**src/rtl/stbl_pkg.sv**
```systemverilog
package stbl_pkg;
  // Which end of the source word is stored.
  typedef enum logic {
    MODE_BEGIN = 1'b0,  // low-order bytes from the addressed byte onward
    MODE_END   = 1'b1   // high-order bytes into the bytes before the address
  } stb_mode_e;
endpackage

```
**src/rtl/stbl_rst_sync.sv**
```systemverilog
module stbl_rst_sync (
  input  logic clk,
  input  logic rst_n,
  output logic rst_sync_n
);
  logic [1:0] sync_q;
  logic [1:0] sync_d;

  always_comb begin
    sync_d = {sync_q[0], 1'b1};
  end

  always_ff @(posedge clk or negedge rst_n) begin
    if (!rst_n) begin
      sync_q <= 2'b00;
    end else begin
      sync_q <= sync_d;
    end
  end

  assign rst_sync_n = sync_q[1];
endmodule

```
**src/rtl/stbl_lane_sel.sv**
```systemverilog
module stbl_lane_sel
  import stbl_pkg::*;
#(
  parameter int LANES = 4,
  localparam int OFF_W = (LANES > 1) ? $clog2(LANES) : 1
) (
  input  stb_mode_e        mode,
  input  logic [OFF_W-1:0] offset,
  output logic [LANES-1:0] lane_en,
  output logic             probe
);
  // Lane k is word offset k; its enable sits at bit LANES-1-k (big-endian).
  for (genvar k = 0; k < LANES; k++) begin : g_lane
    always_comb begin
      if (mode == MODE_BEGIN) begin
        lane_en[LANES-1-k] = (OFF_W'(k) >= offset);
      end else begin
        lane_en[LANES-1-k] = (OFF_W'(k) < offset);
      end
    end
  end

  always_comb begin
    probe = (mode == MODE_END) && (offset == '0);
  end
endmodule

```
**src/rtl/stbl_lane_mask.sv**
```systemverilog
module stbl_lane_mask #(
  parameter int LANES = 4,
  localparam int DW = LANES * 8
) (
  input  logic [DW-1:0]    src,
  input  logic [LANES-1:0] lane_en,
  output logic [DW-1:0]    lanes
);
  // The lane a byte lands on is its own position in the source word, so
  // placing data only needs the disabled lanes cleared.
  for (genvar b = 0; b < LANES; b++) begin : g_byte
    assign lanes[b*8 +: 8] = lane_en[b] ? src[b*8 +: 8] : 8'h00;
  end
endmodule

```
**src/rtl/stbl_out_stage.sv**
```systemverilog
module stbl_out_stage #(
  parameter int AW = 32,
  parameter int LANES = 4,
  localparam int DW = LANES * 8
) (
  input  logic             clk,
  input  logic             rst_n,
  input  logic             in_valid,
  input  logic [AW-1:0]    in_addr,
  input  logic [LANES-1:0] in_be,
  input  logic [DW-1:0]    in_data,
  input  logic             in_probe,
  output logic             out_valid,
  output logic [AW-1:0]    out_addr,
  output logic [LANES-1:0] out_be,
  output logic [DW-1:0]    out_data,
  output logic             out_probe
);
  logic             valid_q, valid_d;
  logic [AW-1:0]    addr_q,  addr_d;
  logic [LANES-1:0] be_q,    be_d;
  logic [DW-1:0]    data_q,  data_d;
  logic             probe_q, probe_d;
  logic             load_en;

  always_comb begin
    load_en = in_valid;
    valid_d = in_valid;
    addr_d  = addr_q;
    be_d    = be_q;
    data_d  = data_q;
    probe_d = probe_q;
    if (load_en) begin
      addr_d  = in_addr;
      be_d    = in_be;
      data_d  = in_data;
      probe_d = in_probe;
    end
  end

  always_ff @(posedge clk or negedge rst_n) begin
    if (!rst_n) begin
      valid_q <= 1'b0;
      addr_q  <= '0;
      be_q    <= '0;
      data_q  <= '0;
      probe_q <= 1'b0;
    end else begin
      valid_q <= valid_d;
      addr_q  <= addr_d;
      be_q    <= be_d;
      data_q  <= data_d;
      probe_q <= probe_d;
    end
  end

  assign out_valid = valid_q;
  assign out_addr  = addr_q;
  assign out_be    = be_q;
  assign out_data  = data_q;
  assign out_probe = probe_q & valid_q;
endmodule

```
**src/rtl/stbl_gen.sv**
```systemverilog
module stbl_gen
  import stbl_pkg::*;
#(
  parameter int AW = 32,
  parameter int LANES = 4,
  localparam int DW = LANES * 8,
  localparam int OFF_W = (LANES > 1) ? $clog2(LANES) : 1
) (
  input  logic             clk,
  input  logic             rst_n,
  input  logic             req_valid,
  input  logic             req_mode,
  input  logic [AW-1:0]    req_addr,
  input  logic [DW-1:0]    req_data,
  output logic             wr_valid,
  output logic [AW-1:0]    wr_addr,
  output logic [LANES-1:0] wr_be,
  output logic [DW-1:0]    wr_data,
  output logic             wr_probe_only
);
  logic             rst_sync_n;
  stb_mode_e        mode;
  logic [OFF_W-1:0] offset;
  logic [LANES-1:0] lane_en;
  logic             probe;
  logic [DW-1:0]    lanes;
  logic [AW-1:0]    word_addr;

  assign mode   = stb_mode_e'(req_mode);
  assign offset = req_addr[OFF_W-1:0];

  // In end mode the bytes lie below the address, but still in the same word,
  // so clearing the offset bits gives the right word in both modes.
  assign word_addr = {req_addr[AW-1:OFF_W], {OFF_W{1'b0}}};

  stbl_rst_sync u_rst_sync (
    .clk        (clk),
    .rst_n      (rst_n),
    .rst_sync_n (rst_sync_n)
  );

  stbl_lane_sel #(.LANES(LANES)) u_lane_sel (
    .mode    (mode),
    .offset  (offset),
    .lane_en (lane_en),
    .probe   (probe)
  );

  stbl_lane_mask #(.LANES(LANES)) u_lane_mask (
    .src     (req_data),
    .lane_en (lane_en),
    .lanes   (lanes)
  );

  stbl_out_stage #(.AW(AW), .LANES(LANES)) u_out (
    .clk       (clk),
    .rst_n     (rst_sync_n),
    .in_valid  (req_valid),
    .in_addr   (word_addr),
    .in_be     (lane_en),
    .in_data   (lanes),
    .in_probe  (probe),
    .out_valid (wr_valid),
    .out_addr  (wr_addr),
    .out_be    (wr_be),
    .out_data  (wr_data),
    .out_probe (wr_probe_only)
  );
endmodule

```
**config.mk**
```make
export PLATFORM = sky130hd
export DESIGN_NAME = stbl_gen
export DESIGN_NICKNAME = d
export VERILOG_FILES = /design/src/rtl/stbl_pkg.sv /design/src/rtl/stbl_rst_sync.sv /design/src/rtl/stbl_lane_sel.sv /design/src/rtl/stbl_lane_mask.sv /design/src/rtl/stbl_out_stage.sv /design/src/rtl/stbl_gen.sv
export SDC_FILE = /design/constraint.sdc
export NUM_CORES = 1
export LEC_CHECK = 0
export BUFFER_PORTS_ARGS = -buffer_cell sky130_fd_sc_hd__buf_4
export CORE_UTILIZATION = 45
export CTS_CLUSTER_SIZE = 24
export DETAILED_ROUTE_END_ITERATION = 10
export PLACE_DENSITY_LB_ADDON = 0.3
export SKIP_CTS_REPAIR_TIMING = 1
export SYNTH_ARGS = -nofsm -noshare
export SYNTH_HDL_FRONTEND = slang
export SYNTH_SLANG_ARGS = --single-unit
```
**constraint.sdc**
```tcl
create_clock -name clk -period 2.4 [get_ports clk]
set_input_delay 0.48 -clock clk [delete_from_list [all_inputs] [get_ports clk]]
set_output_delay 0.48 -clock clk [all_outputs]
set_load 0.05 [all_outputs]
```
# Yosys cells after proc, flatten, opt, wreduce, memory -nomap -nowiden
# Index checks and enable logic that the tools add are counted.
# word_totals
ff_bits,70
latch_bits,0
ramBits,0
romBits,0
n_memories,0
# op_classes
add_sub_neg,0
n_mul,0
div,0
magnitude_cmp,8
eq_ne,0
n_shift,0
n_mux,8
bitwise,1
reduce_logical,2
# op_table
operator,n
8-bit two-way mux,4
1-bit by 2-bit greater-or-equal comparator with 1-bit output (first input constant),2
2-bit greater-or-equal comparator (first input constant),2
1-bit by 2-bit < comparator with 1-bit output (first input constant),2
2-bit < comparator (first input constant),2
1-bit two-way mux,4
2-bit zero test,1
1-bit bitwise AND,1
1-bit logical AND,1

# Longest topological paths before layout
# depth
ltp_word,3
depth_mapped,5
mapped_depth_nobuf,4

# Modules after synthesis
# Synthesis repeated with hierarchy kept, for this count alone.
# hier_totals
hier_cells,190
hier_area_um2,2934.1
# modules_own_cells
mod,instances,cells_each,area_each_um2
stbl_out_stage,1,148,2635.0
stbl_lane_mask,1,32,200.2
stbl_rst_sync,1,3,53.8
stbl_lane_sel,1,6,41.3
stbl_gen,1,1,3.8

# Worst setup path before layout
# Ideal clock, no wire load.
# synth_path
path_type,reg-to-output
start,register u_out.valid_q (netlist: u_out.out_valid)
end,output wr_probe_only
arrival_time_ns,1.103
slack_ns,0.817
stages_incl_launch_ff,2
n_path_buf,0
cell_sequence,dfrtp_1 -> and2_1
# synth_between
elab_chain_cells,1
# synth_lines
item,line,source
start: declaration,stbl_out_stage.sv:19,"logic valid_q, valid_d;"
start signal: assignment,stbl_out_stage.sv:49,valid_q <= valid_d;
1-bit bitwise AND,stbl_out_stage.sv:61,assign out_probe = probe_q & valid_q;
end: declaration,stbl_gen.sv:19,output logic wr_probe_only
# No other way between the ends.

# Worst setup path in the final report
# layout_path
start,register u_out.probe_q
end,output wr_probe_only
# layout_between
elab_chain_cells,1
# layout_lines
item,line,source
start: declaration,stbl_out_stage.sv:23,"logic probe_q, probe_d;"
start signal: assignment,stbl_out_stage.sv:53,probe_q <= probe_d;
1-bit bitwise AND,stbl_out_stage.sv:61,
# No other way between the ends.

==> run metrics <==
Slew HR approximately 58%; largest family of logic cells by synthesized area multiplexers; Nets about 430; Seq pwr share ~45%; Clk pwr share a little over a quarter; RePlAce Congestion 0.729; vias in the first global route between 2000 and 2500; # placed instances approximately 420; vias per cell a little under 5; Fillers 489; Critical Path End Type output pin; cts bufs inserted 9; mux contribution to synthesized area between 10% and 20%; most frequent cells in the layout 136 x buf_4, 69 x dfrtp_1, 32 x mux2_2, 25 x inv_1, 18 x o21ai_0; synthesized instance count between 200 and 250; CTS tree done; final setup fails 0; Psw 0.00105 W; worst slew pin tran ~0.62 ns; largest net degree at the start of global routing between 50 and 60; Max rail drop VDD approximately 0.0004 V; Clk pin slew, worst setup/hold paths approximately 0.070 ns; DRC 0; status completed; R2R depth 1; Adder-Cell Fraction of Synth Area 0.451%; commonest non-fill, non-tap cell in the layout buf_4; pwr dens roughly 760 nW/µm²; Min Hold Slack ~0.21 ns; DIE WIDTH just over 80 µm; clock sinks 70; Clock Latency Late Sink between 0.3 and 0.4 ns; WL/cell between 10 and 15 µm; number of distinct library cells after synthesis 22; crit path kind reg -> out; arrival time worst endpoint approximately 1.0 ns; Hold Crit Class reg -> async; Crit Path Max Fanout 2; post-synthesis sequential area ratio 63.1%; Iter 0 DRT Violations 89; simple-gate share of the synthesized area under 10%; I/O pins between 100 and 150; I/O Buffers roughly 140; internal power of the cells about 0.0020 W; post-layout min period about 1.5 ns; compound-cell area share of the yosys netlist about 9.0%; core region area approximately 6000 µm²; area delta synth->final 44.7%; crit path max-delay cell type dfrtp_1; YS warnings 0; Die Y approximately 81 µm; share of layout cells above drive strength 1 between 50% and 60%; Root Buffer clkbuf_8; max-cap viol count 0; RSZ-0062 raised after global routing false; part of the cycle the worst path needs between 60% and 70%; XOR/XNOR Fraction of Synth Area less than 1%; First-pass DRT Iterations 4; via count 2146; Setup Skew ~0.0096 ns; critical path cell sequence and2_1 -> buf_4; starting density of the core between 40% and 50%; Final Instance Count excl. Fillers roughly 440; final sum of negative setup slack 0 ns; first-pass GRT wire length around 9700 µm; GRT Resource Usage Total 20.3%; total die area 6490 µm²; combinational fraction of design power 28.6%; Place WS approximately 0.75 ns; row cnt 28; leak pwr approximately 2.0 nW; Net Sw Frac around 35%; final wirelength between 6000 and 7000 µm; Post-Syn Area roughly 2800 µm²; Max stage delay on crit path 0.38 ns; Hold Fails Final Rpt 0; Post-DRT Antenna Nets 0; Setup WS post-layout 0.880 ns; CP startpoint kind flip-flop; n_diodes 0; H-tree depth 3; DPL Wire Length 4480 µm; Final Max Tran Viols 0; maximum root-to-sink buffer count 2; Syn Area/Cell 12.6 µm²; register bit total from synthesis 70; initial antenna violation count 0; Worst EP required about 1.9 ns; GRT overflow 0; FMAX about 660 MHz
==> power by group through the flow <==
| stage | Clock, W | Sequential, W | Combinational, W |
|---|---|---|---|
| after floorplan | 0 | 0.00177 | 0.000164 |
| after global placement | 0 | 0.00137 | 0.000863 |
| after detailed placement | 0 | 0.00138 | 0.000878 |
| after CTS | 0.000839 | 0.00136 | 0.000877 |
| after global routing | 0.000884 | 0.00137 | 0.000917 |
| final | 0.000814 | 0.00136 | 0.000871 |
==> worst paths after layout <==
kind,from,to,slack (ns)
worst min-delay path,u_rst_sync.sync_q[1],u_out.out_addr[4],0.21
min in group clk,u_rst_sync.sync_q[0],u_rst_sync.sync_q[1],0.36
worst min register to register,u_rst_sync.sync_q[1],u_out.out_addr[4],0.21
worst max register to register,u_rst_sync.sync_q[1],u_out.out_be[0],1.58
worst max-delay path,u_out.probe_q,wr_probe_only,0.88
max in group asynchronous,u_rst_sync.sync_q[1],u_out.out_be[0],1.58
==> kinds of logic (layout without fill, tap and decap cells) <==
| group | count (synthesis) | in the layout |
|---|---|---|
| simple gates | 38 | 38 |
| fa+ha+maj | 1 | 1 |
| buf+inv | 41 | 180 |
| flops | 70 | 70 |
| xor+xnor | 1 | 1 |
| other cells | 2 | 3 |
| compound gates | 36 | 36 |
| mux | 32 | 32 |
==> synthesized netlist by cell type, drive strengths merged <==
cell,n,area share (%)
a21boi,1,0.41
and2,1,0.23
and3b,1,0.32
buf,13,3.0
clkbuf,3,0.45
conb,2,0.27
dfrtp,70,63
ha,1,0.45
inv,25,3.4
mux2,32,13
nand2,16,2.2
nand2b,3,0.68
nand3,8,1.4
nand3b,8,2.2
nor2,1,0.14
o21ai,18,3.2
o2bb2ai,8,2.5
o31ai,1,0.27
o32ai,8,2.5
xor2,1,0.32
==> worst max-delay path: cells and delay by family, from the launching register on <==
family	cells	cell delay (ns)
DFF	1	0.38
buffers and inverters	1	0.18
and+or+nand+nor	1	0.15
==> registers in the layout, indices dropped and copies added (netlist names) <==
name,count
u_out.out_addr,30
u_out.probe_q,1
u_out.out_valid,1
u_rst_sync.sync_q,2
u_out.out_data,32
u_out.out_be,4
==> layer usage <==
metal  GRT usage [%]  wire [µm]
met4            7.14         41
met2            34.7       3150
met1            23.6       2540
met3            6.70        474
met5               0          0
==> per-stage QoR <==
step,util [%],power (W),instance area (µm²)
global placement,64.9,0.00224,3840
CTS,67.7,0.00308,4010
floorplan,-,0.00194,2780
global route,67.9,0.00317,4020
finish,67.9,0.00304,4020
detailed placement,64.9,0.00226,3840
==> area by class of cell <==
type,instances,area (µm²),share of cell area [%]
clock buffer,12,145,3.61
tap,75,93.8,2.33
timing repair buffer,139,1070,26.7
sequential,70,1750,43.6
inverter,25,93.8,2.33
multi-input combinational,111,840,20.9
clock inverter,4,22.5,0.560
(Power assumes the default switching activity.)
